==> config.mk <==
export PLATFORM = sky130hd
export DESIGN_NAME = cfg_boot_sequencer
export DESIGN_NICKNAME = d
export VERILOG_FILES = /design/src/rtl/cbs_pkg.sv /design/src/rtl/cbs_countdown.sv /design/src/rtl/cbs_param_port.sv /design/src/rtl/cbs_wd_kicker.sv /design/src/rtl/cfg_boot_sequencer.sv
export SDC_FILE = /design/constraint.sdc
export NUM_CORES = 1
export LEC_CHECK = 0
export BUFFER_PORTS_ARGS = -buffer_cell sky130_fd_sc_hd__buf_2
export CAP_MARGIN = 20
export CORE_MARGIN = 4
export CORE_UTILIZATION = 56
export CTS_CLUSTER_DIAMETER = 80
export DETAILED_ROUTE_END_ITERATION = 8
export GPL_TIMING_DRIVEN = 0
export PLACE_DENSITY = 0.91
export SETUP_SLACK_MARGIN = 0.1
export SKIP_LAST_GASP = 1
export SLEW_MARGIN = 20
export SYNTH_ARGS = -nofsm -noshare
export SYNTH_HDL_FRONTEND = slang
export SYNTH_SLANG_ARGS = --single-unit
==> constraint.sdc <==
create_clock -name clk -period 5.7 [get_ports clk]
set_input_delay 0.57 -clock clk [delete_from_list [all_inputs] [get_ports clk]]
set_output_delay 0.57 -clock clk [all_outputs]
set_load 0.05 [all_outputs]
==> src/rtl/cbs_pkg.sv <==
// Shared types for the boot sequencer.
// Assumes a 32-bit parameter data bus and a 3-bit parameter code.
package cbs_pkg;
    localparam int          PAR_DW    = 32;
    localparam int          TRIG_W    = 5;
    localparam logic [2:0]  CODE_TRIG = 3'b000;

    typedef enum logic [3:0] {
        ST_WAIT_RDY,
        ST_SETTLE,
        ST_READ,
        ST_WAIT_RD,
        ST_DECIDE,
        ST_WRITE,
        ST_WAIT_WR,
        ST_PULSE,
        ST_LAUNCHED,
        ST_PARKED
    } seq_state_t;

    typedef enum logic [1:0] {
        PP_IDLE,
        PP_REQ,
        PP_WAIT
    } port_state_t;

    typedef struct packed {
        logic [2:0]        code;
        logic [PAR_DW-1:0] data;
    } par_req_t;
endpackage

==> src/rtl/cbs_countdown.sv <==
// Loadable down-counter. It flags zero when it reaches the end of its count.
// Assumes the loaded value is the number of cycles minus one.
module cbs_countdown #(
    parameter int W = 17
) (
    input  logic         clk,
    input  logic         rst_n,
    input  logic         load,
    input  logic [W-1:0] load_val,
    output logic         zero
);
    logic [W-1:0] cnt;

    // Count down from the loaded value and hold at zero.
    always_ff @(posedge clk) begin
        if (!rst_n)             cnt <= '0;
        else if (load)          cnt <= load_val;
        else if (cnt != '0)     cnt <= cnt - 1'b1;
    end

    assign zero = (cnt == '0);
endmodule

==> src/rtl/cbs_param_port.sv <==
// Runs one parameter access at a time over the strobe/busy handshake.
// Raises the strobe, holds it until busy rises, then waits for busy to fall.
// Captures the read data and pulses done at the point where busy falls.
// Assumes start is raised only while the port is idle.
module cbs_param_port
    import cbs_pkg::*;
(
    input  logic              clk,
    input  logic              rst_n,
    input  logic              start,
    input  logic              start_rd,
    input  par_req_t          start_req,
    input  logic              core_busy,
    input  logic [PAR_DW-1:0] par_rdata,
    output logic              par_rd,
    output logic              par_wr,
    output logic [2:0]        par_code,
    output logic [PAR_DW-1:0] par_wdata,
    output logic [PAR_DW-1:0] rd_data,
    output logic              done
);
    port_state_t st;
    logic        is_rd;

    // Handshake sequencing and output registers.
    always_ff @(posedge clk) begin
        if (!rst_n) begin
            st        <= PP_IDLE;
            is_rd     <= 1'b0;
            par_rd    <= 1'b0;
            par_wr    <= 1'b0;
            par_code  <= '0;
            par_wdata <= '0;
            rd_data   <= '0;
            done      <= 1'b0;
        end else begin
            done <= 1'b0;
            case (st)
                PP_IDLE: if (start) begin
                    st        <= PP_REQ;
                    is_rd     <= start_rd;
                    par_rd    <= start_rd;
                    par_wr    <= ~start_rd;
                    par_code  <= start_req.code;
                    par_wdata <= start_req.data;
                end
                PP_REQ: if (core_busy) begin
                    st     <= PP_WAIT;
                    par_rd <= 1'b0;
                    par_wr <= 1'b0;
                end
                PP_WAIT: if (!core_busy) begin
                    st   <= PP_IDLE;
                    done <= 1'b1;
                    if (is_rd) rd_data <= par_rdata;
                end
                default: st <= PP_IDLE;
            endcase
        end
    end
endmodule

==> src/rtl/cbs_wd_kicker.sv <==
// Periodic watchdog refresh generator.
// Once armed, it emits a one-cycle pulse every INTERVAL cycles.
// Assumes INTERVAL is shorter than the programmed watchdog timeout.
module cbs_wd_kicker #(
    parameter int INTERVAL = 1000
) (
    input  logic clk,
    input  logic rst_n,
    input  logic arm,
    output logic kick
);
    localparam int W = $clog2(INTERVAL + 1);
    logic [W-1:0] cnt;

    // Reload the interval while disarmed, then count and pulse.
    always_ff @(posedge clk) begin
        if (!rst_n || !arm) begin
            cnt  <= W'(INTERVAL - 1);
            kick <= 1'b0;
        end else if (cnt == '0) begin
            cnt  <= W'(INTERVAL - 1);
            kick <= 1'b1;
        end else begin
            cnt  <= cnt - 1'b1;
            kick <= 1'b0;
        end
    end
endmodule

==> src/rtl/cfg_boot_sequencer.sv <==
// One-shot boot sequencer for the remote-configuration controller.
// It waits for the controller to be ready, lets it settle, and reads the trigger causes.
// On a clean power-up it writes the launch parameters and raises the reconfiguration request.
// Otherwise it parks. Assumes the controller answers every strobe with a busy pulse.
module cfg_boot_sequencer
    import cbs_pkg::*;
#(
    parameter longint      CLK_FREQ_HZ = 100_000_000,
    parameter longint      SETTLE_US   = 1000,
    parameter longint      PULSE_NS    = 250,
    parameter int          KICK_CYC    = 50_000,
    parameter logic [31:0] WD_TIMEOUT  = 32'h0000_0FFF,
    parameter logic [31:0] APP_ADDR    = 32'h0100_0000,
    parameter logic [2:0]  CODE_WD_TMO = 3'b010,
    parameter logic [2:0]  CODE_WD_EN  = 3'b011,
    parameter logic [2:0]  CODE_MODE   = 3'b001,
    parameter logic [2:0]  CODE_ADDR   = 3'b100
) (
    input  logic              clk,
    input  logic              rst_n,
    output logic              core_rst,
    input  logic              core_busy,
    output logic              par_rd,
    output logic              par_wr,
    output logic [2:0]        par_code,
    output logic [PAR_DW-1:0] par_wdata,
    input  logic [PAR_DW-1:0] par_rdata,
    output logic              reconfig,
    output logic              wd_kick,
    output logic [TRIG_W-1:0] trig_status,
    output logic              seq_launched,
    output logic              seq_parked
);
    localparam longint SETTLE_CYC = (SETTLE_US * CLK_FREQ_HZ + 999_999) / 1_000_000;
    localparam longint PULSE_CYC  = (PULSE_NS * CLK_FREQ_HZ + 999_999_999) / 1_000_000_000;
    localparam longint MAX_CYC    = (SETTLE_CYC > PULSE_CYC) ? SETTLE_CYC : PULSE_CYC;
    localparam int     TMR_W      = $clog2(MAX_CYC + 1);
    localparam int     N_WR       = 4;

    seq_state_t        state, state_n;
    logic [1:0]        wr_idx;
    logic              wd_armed;
    logic              tmr_load, tmr_zero;
    logic [TMR_W-1:0]  tmr_val;
    logic              pp_start, pp_rd, pp_done;
    par_req_t          pp_req;
    logic [PAR_DW-1:0] pp_rdata;
    logic [TRIG_W-1:0] trig_q;
    logic              core_rst_q, reconfig_q, launched_q, parked_q;

    // Launch write table, indexed by write step.
    function automatic par_req_t wr_entry(input logic [1:0] idx);
        case (idx)
            2'd0:    wr_entry = '{code: CODE_WD_TMO, data: WD_TIMEOUT};
            2'd1:    wr_entry = '{code: CODE_WD_EN,  data: 32'd1};
            2'd2:    wr_entry = '{code: CODE_MODE,   data: 32'd1};
            default: wr_entry = '{code: CODE_ADDR,   data: APP_ADDR};
        endcase
    endfunction

    // Next-state and command decode.
    always_comb begin
        state_n  = state;
        tmr_load = 1'b0;
        tmr_val  = '0;
        pp_start = 1'b0;
        pp_rd    = 1'b0;
        pp_req   = '{code: CODE_TRIG, data: '0};
        case (state)
            ST_WAIT_RDY: if (!core_busy) begin
                tmr_load = 1'b1;
                tmr_val  = TMR_W'(SETTLE_CYC - 1);
                state_n  = ST_SETTLE;
            end
            ST_SETTLE:  if (tmr_zero) state_n = ST_READ;
            ST_READ: begin
                pp_start = 1'b1;
                pp_rd    = 1'b1;
                state_n  = ST_WAIT_RD;
            end
            ST_WAIT_RD: if (pp_done) state_n = ST_DECIDE;
            ST_DECIDE:  state_n = (trig_q == '0) ? ST_WRITE : ST_PARKED;
            ST_WRITE: begin
                pp_start = 1'b1;
                pp_req   = wr_entry(wr_idx);
                state_n  = ST_WAIT_WR;
            end
            ST_WAIT_WR: if (pp_done) begin
                if (wr_idx == 2'(N_WR - 1)) begin
                    tmr_load = 1'b1;
                    tmr_val  = TMR_W'(PULSE_CYC - 1);
                    state_n  = ST_PULSE;
                end else begin
                    state_n  = ST_WRITE;
                end
            end
            ST_PULSE:    if (tmr_zero) state_n = ST_LAUNCHED;
            ST_LAUNCHED: state_n = ST_LAUNCHED;
            ST_PARKED:   state_n = ST_PARKED;
            default:     state_n = ST_PARKED;
        endcase
    end

    // State, step index, captured status and registered outputs.
    always_ff @(posedge clk) begin
        if (!rst_n) begin
            state      <= ST_WAIT_RDY;
            wr_idx     <= '0;
            wd_armed   <= 1'b0;
            trig_q     <= '0;
            core_rst_q <= 1'b1;
            reconfig_q <= 1'b0;
            launched_q <= 1'b0;
            parked_q   <= 1'b0;
        end else begin
            state      <= state_n;
            core_rst_q <= 1'b0;
            reconfig_q <= (state_n == ST_PULSE);
            launched_q <= (state_n == ST_LAUNCHED);
            parked_q   <= (state_n == ST_PARKED);
            if (state == ST_WAIT_RD && pp_done)
                trig_q <= pp_rdata[TRIG_W-1:0];
            if (state == ST_WAIT_WR && pp_done) begin
                if (wr_idx == 2'd1) wd_armed <= 1'b1;
                if (wr_idx != 2'(N_WR - 1)) wr_idx <= wr_idx + 1'b1;
            end
        end
    end

    cbs_countdown #(.W(TMR_W)) u_tmr (
        .clk      (clk),
        .rst_n    (rst_n),
        .load     (tmr_load),
        .load_val (tmr_val),
        .zero     (tmr_zero)
    );

    cbs_param_port u_port (
        .clk       (clk),
        .rst_n     (rst_n),
        .start     (pp_start),
        .start_rd  (pp_rd),
        .start_req (pp_req),
        .core_busy (core_busy),
        .par_rdata (par_rdata),
        .par_rd    (par_rd),
        .par_wr    (par_wr),
        .par_code  (par_code),
        .par_wdata (par_wdata),
        .rd_data   (pp_rdata),
        .done      (pp_done)
    );

    cbs_wd_kicker #(.INTERVAL(KICK_CYC)) u_kick (
        .clk   (clk),
        .rst_n (rst_n),
        .arm   (wd_armed),
        .kick  (wd_kick)
    );

    assign core_rst     = core_rst_q;
    assign reconfig     = reconfig_q;
    assign trig_status  = trig_q;
    assign seq_launched = launched_q;
    assign seq_parked   = parked_q;
endmodule

* Yosys cells after proc, flatten, opt, wreduce, memory -nomap -nowiden
Index checks and enable logic that the tools add are counted.
** Cells by class
- Add/subtract/negate cells :: 3
- Eq/ne operators :: 20
- Reductions and logical operators :: 23
- Bitwise logic cells :: 2
- Mux-type cells :: 33
** Operators by type and width (count)
- one-hot mux 35 bit (3 select lines) :: 1
- two-way mux 17 bit :: 3
- one-hot mux 4 bit (9 select lines) :: 1
- two-way mux 35 bit :: 1
- one-hot mux 17 bit (2 select lines) :: 1
- two-way mux 4 bit :: 6
- == test 4 x 3 -> 1 bit (second input constant) :: 5
- logical NOT 17 bit :: 1
- nonzero test 17 bit :: 1
- subtractor 17 x 1 -> 17 bit (second input constant) :: 1
- logical NOT 16 bit :: 1
- subtractor 16 x 1 -> 16 bit (second input constant) :: 1
- == test 4 bit (second input constant) :: 3
- two-way mux 1 bit :: 10
- two-way mux 5 bit :: 2
- AND reduction 3 bit :: 3
- == test 4 x 2 -> 1 bit (second input constant) :: 2
- two-way mux 2 bit :: 4
- != test 2 bit (second input constant) :: 4
- AND reduction 2 bit :: 4
- == test 2 bit (second input constant) :: 3
- one-hot mux 1 bit (2 select lines) :: 3
- one-hot mux 2 bit (3 select lines) :: 1
- logical NOT 5 bit :: 1
- 11 further kinds :: 18
** Word-level totals
- Logic and storage cells :: 100
- Input bits :: 35
- Register bits after elaboration :: 96

* Longest topological paths before layout
- Depth after elaboration :: 5
- Gate-level depth with buffers :: 8

* By module
Synthesis repeated with hierarchy kept, for this count alone.
** Second synthesis, totals
- Cell total of the unflattened synthesis :: 605
- Area total of the unflattened synthesis :: 5318.9 um^2
** Modules (own cells, without submodules)
- cbs_param_port :: sequential area each 1461.4 um^2, cells each 322, area each 2743.9 um^2, instances 1
- cbs_countdown :: sequential area each 340.3 um^2, cells each 111, area each 919.6 um^2, instances 1
- cfg_boot_sequencer :: sequential area each 320.3 um^2, cells each 93, area each 882.1 um^2, instances 1
- cbs_wd_kicker :: sequential area each 340.3 um^2, cells each 79, area each 773.2 um^2, instances 1

* Worst setup path before layout
Ideal clock, no wire load.
- Path type :: register to register
- Start point :: reg u_tmr.cnt[0]
- End point :: reg u_tmr.cnt[14]
- Period minus slack after synthesis :: 1917 ps
- Library setup time :: 120 ps
- Stages on the path, launching flop included :: 8
- Data required time :: 5580 ps
- Setup slack :: 3783 ps
- Arrival time :: 1797 ps
- Cells stage by stage :: dfxtp_1 > inv_1 > ha_1 > or3b_2 > a31oi_1 > nor4b_1 > xnor2_1 > nor2_1
** On the way
- Word-level cells in the longest chain between the ends :: 3
- Elaborated cells on any way between the ends :: 5
- Classes of those cells :: add/sub (1); mux (2); reduce/logical (2)
** Ends and longest elaborated chain
- start, declared :: RTL line cbs_countdown.sv:12 : logic [W-1:0] cnt;
- start signal, assigned :: RTL line cbs_countdown.sv:17 : else if (load) cnt <= load_val;
- start signal, assigned :: RTL line cbs_countdown.sv:18 : else if (cnt != '0) cnt <= cnt - 1'b1;
- subtractor 17 x 1 -> 17 bit :: RTL line cbs_countdown.sv:18
- two-way mux 17 bit :: RTL line cbs_countdown.sv:18
- two-way mux 17 bit :: RTL line cbs_countdown.sv:17
Parallel ways exist; a longest one is shown, timed or not. The select of a mux whose other input is x is not followed.
A chain may end at the register's enable or synchronous reset.

* Worst setup path after layout
Same ends and word-level chain as after synthesis.

==> flow_summary.toml <==
[outcome]
status = "completed"

[routing]
firstDrtPassIters = 4
vias_per_cell = 5.245
drcViolationCount = 0
drtIter0Drc = 136
wl_per_cell_um = 13.68
routed_wl_mm = 6.633
antenna_left = 0
vias = 2544

[sta]
rsz0062_at_grt = "no"
finalCriticalPeriod_ns = 2.211
tightest_slew_ns = 0.5978
post-route-period-util = 0.3880
max_freq_ghz = 0.4522
skew_ns = 0.007554
finalSetupTns_ns = 0
final_max_slew_viol_count = 0
relSlewSlack = 0.5978
hold_viol = 0
setup-violations-final = 0
setup_ws_ns = 3.489

[grt]
grt_pass1_wl_mm = 11.41
grt.overflow.total = 0
grt_antenna_before_repair = 0
grt_max_degree = 13
grt_pass1_vias = 2545
track_usage = 0.2223

[yosys]
async_flop_share = 0
synth_seq_cells = 66
synth_top_cell_area_share = 0.4256
yosys.area.top_type = "dfxtp_1"
syn_avg_cell_area_sq_um = 8.946
ys_seq_area_frac = 0.4256
syn_area_sq_um = 3104
synth.area.top_cells = "dfxtp_1 43%, buf_4 7.3%, nor2_1 5.8%, xnor2_1 5.4%, mux2i_1 3.9%"
synth.most_common_cell = "dfxtp_1"
yosys-top-cells-count = "66 x dfxtp_1, 48 x nor2_1, 30 x buf_4"
synth-edff-count = 0
synthDistinctLibCells = 47
syn_inst = 347
ys_warn_count = 0
synthFlopType = "dfxtp_1"

[worst_setup_path]
required_ns = 5.92
worstPathArrival_ns = 2.43
cp_max_fo = 4
crit_path_end_kind = "flop"
critPathBufInv = 1
cp.depth = 7
max_stage_delay_ns = 0.51
slowest_stage = "or3b_2"
r2r_cells = 7
path_delay_family = "simple AND/OR/NAND/NOR gates"
crit_path_cell_trace = "inv_1 > ha_1 > or3b_2 > a31oi_1 > nor4b_1 > xnor2_1 > nor2_1"
crit_type = "flop to flop"
worstSetupStartpointType = "flop"

[cts]
clk_latency_ns = 0.34
ctsHtreeMaxLevel = 3
cts_setup_buffers = 0
numCtsBuffers = 9
cts_resized = 0
clock_path_buffers = 2
cts_root_buffer = "clkbuf_8"
holdBufCountCts = 0
cts_sinks = 66
cts.clk_slew.worst_paths_ns = 0.07
tritoncts = "yes"

[min_path]
whs_path_depth = 1
hold_class = "flop to flop"

[power_and_ir_drop]
power_density_nw_per_um2 = 318.4
vdd_drop_max_uv = 201.8
p_leak_nw = 1.583

[floorplanning]
core_area_sq_um = 5238
die_w_um = 82.46
initial_core_util = 0.5927
pin_count = 82
fp-row-count = 26
die_height_um = 82.46
dieArea_sq_um = 6799

[placed_design]
portBuffers = 34
pre_cts_slack_ns = 3.541
place.gp.congestion = 0.8917
dpl.hpwl_mm = 4.766

[layout]
syn_to_final_growth_pct = 17.49
regArea_sq_um = 1321
drive_gt1_frac = 0.2241
nFillCells = 416
nets = 452
antennaDiodeCount = 0
multiInputGateArea_sq_um = 1534

[job]
max_cap_viol_count = 0
==> worst register-to-register path: cells and delay by family (launching register included) <==
kind                       cells  cell delay, ns
and+or+nand+nor                3            0.92
DFF                            1            0.34
AOI/OAI and AO/OA              1            0.34
adders and majority gates      1            0.20
xor gates and xnor gates       1            0.17
buffers and inverters          1            0.13
==> through the flow <==
stage	area (sq um)	cells	utilization	hold WS, ns	power, mW
2_1_floorplan	3172	365	-	0.3940	0.6970
3_3_place_gp	3430	469	0.6548	0.4282	0.7269
3_5_place_dp	3430	469	0.6548	0.4336	0.7350
4_1_cts	3647	485	0.6964	0.4506	1.166
5_1_grt	3647	485	0.6964	0.4814	1.220
6_report	3647	485	0.6964	0.4492	1.161
==> cells in the final DEF, fill, tap and decap left out, types with 5 or more instances in the layout <==
master     n
a21oi_1   11
buf_2     35
buf_4     30
clkbuf_1  12
clkbuf_8  10
conb_1    19
dfxtp_1   66
ha_1       7
inv_1      8
mux2i_1   12
nand2_1   24
nand3_1   10
nand4_1    5
nor2_1    48
nor2b_1    5
nor3_1    12
nor4_1     8
o21ai_0   10
xnor2_1   19
xor2_1    11
==> where the power goes <==
part,internal (mW),switching [mW]
Combinational,0.0812,0.127
Clock,0.255,0.175
Sequential,0.489,0.0337
Total,0.825,0.336
==> final cells by class <==
type	count	share of cell area
Multi-Input combinational cell	247	0.4206
Sequential cell	66	0.3623
Buffer	44	0.07856
Timing Repair Buffer	34	0.04666
Clock buffer	10	0.03774
Tap cell	70	0.02401
Clock inverter	6	0.02196
Inverter	8	0.008233
==> registers in the layout, indices dropped and copies added (netlist names) <==
name,count
u_tmr.cnt,17
u_kick.cnt,16
trig_status,5
u_port.rd_data,5
state,4
u_port.par_wdata,3
u_port.par_code,2
u_port.st,2
wr_idx,2
core_rst,1
reconfig,1
seq_launched,1
seq_parked,1
u_kick.kick,1
u_port.done,1
u_port.is_rd,1
u_port.par_rd,1
u_port.par_wr,1
wd_armed,1
==> per-layer routing <==
metal	vias up	share of wire	GRT usage	routed length [um]
met2	58	0.52	0.3942	3450
met3	13	0.038	0.05423	252
li1	1275	-	-	-
met4	0	0.020	0.1213	131
met1	1198	0.42	0.2411	2798
met5	-	0	0	0
==> path summary, 6_finish.rpt <==
check,from,slack (ns),to
setup / recovery,u_tmr.cnt[0],3.49,u_tmr.cnt[14]
hold / removal,u_kick.cnt[0],0.45,u_kick.cnt[0]
setup reg to reg,u_tmr.cnt[0],3.49,u_tmr.cnt[14]
hold reg to reg,u_kick.cnt[0],0.45,u_kick.cnt[0]
==> cell families after synthesis <==
kind of cell,Yosys count,synth area share
muxes,12,0.03870
buffers and inverters,52,0.1020
AOI/OAI and AO/OA,35,0.06812
adders and majority gates,7,0.02821
xor gates and xnor gates,30,0.08464
DFF,66,0.4256
and+or+nand+nor,144,0.2515
other,1,0.001208
Note: power is estimated with default switching activity, not from simulation.
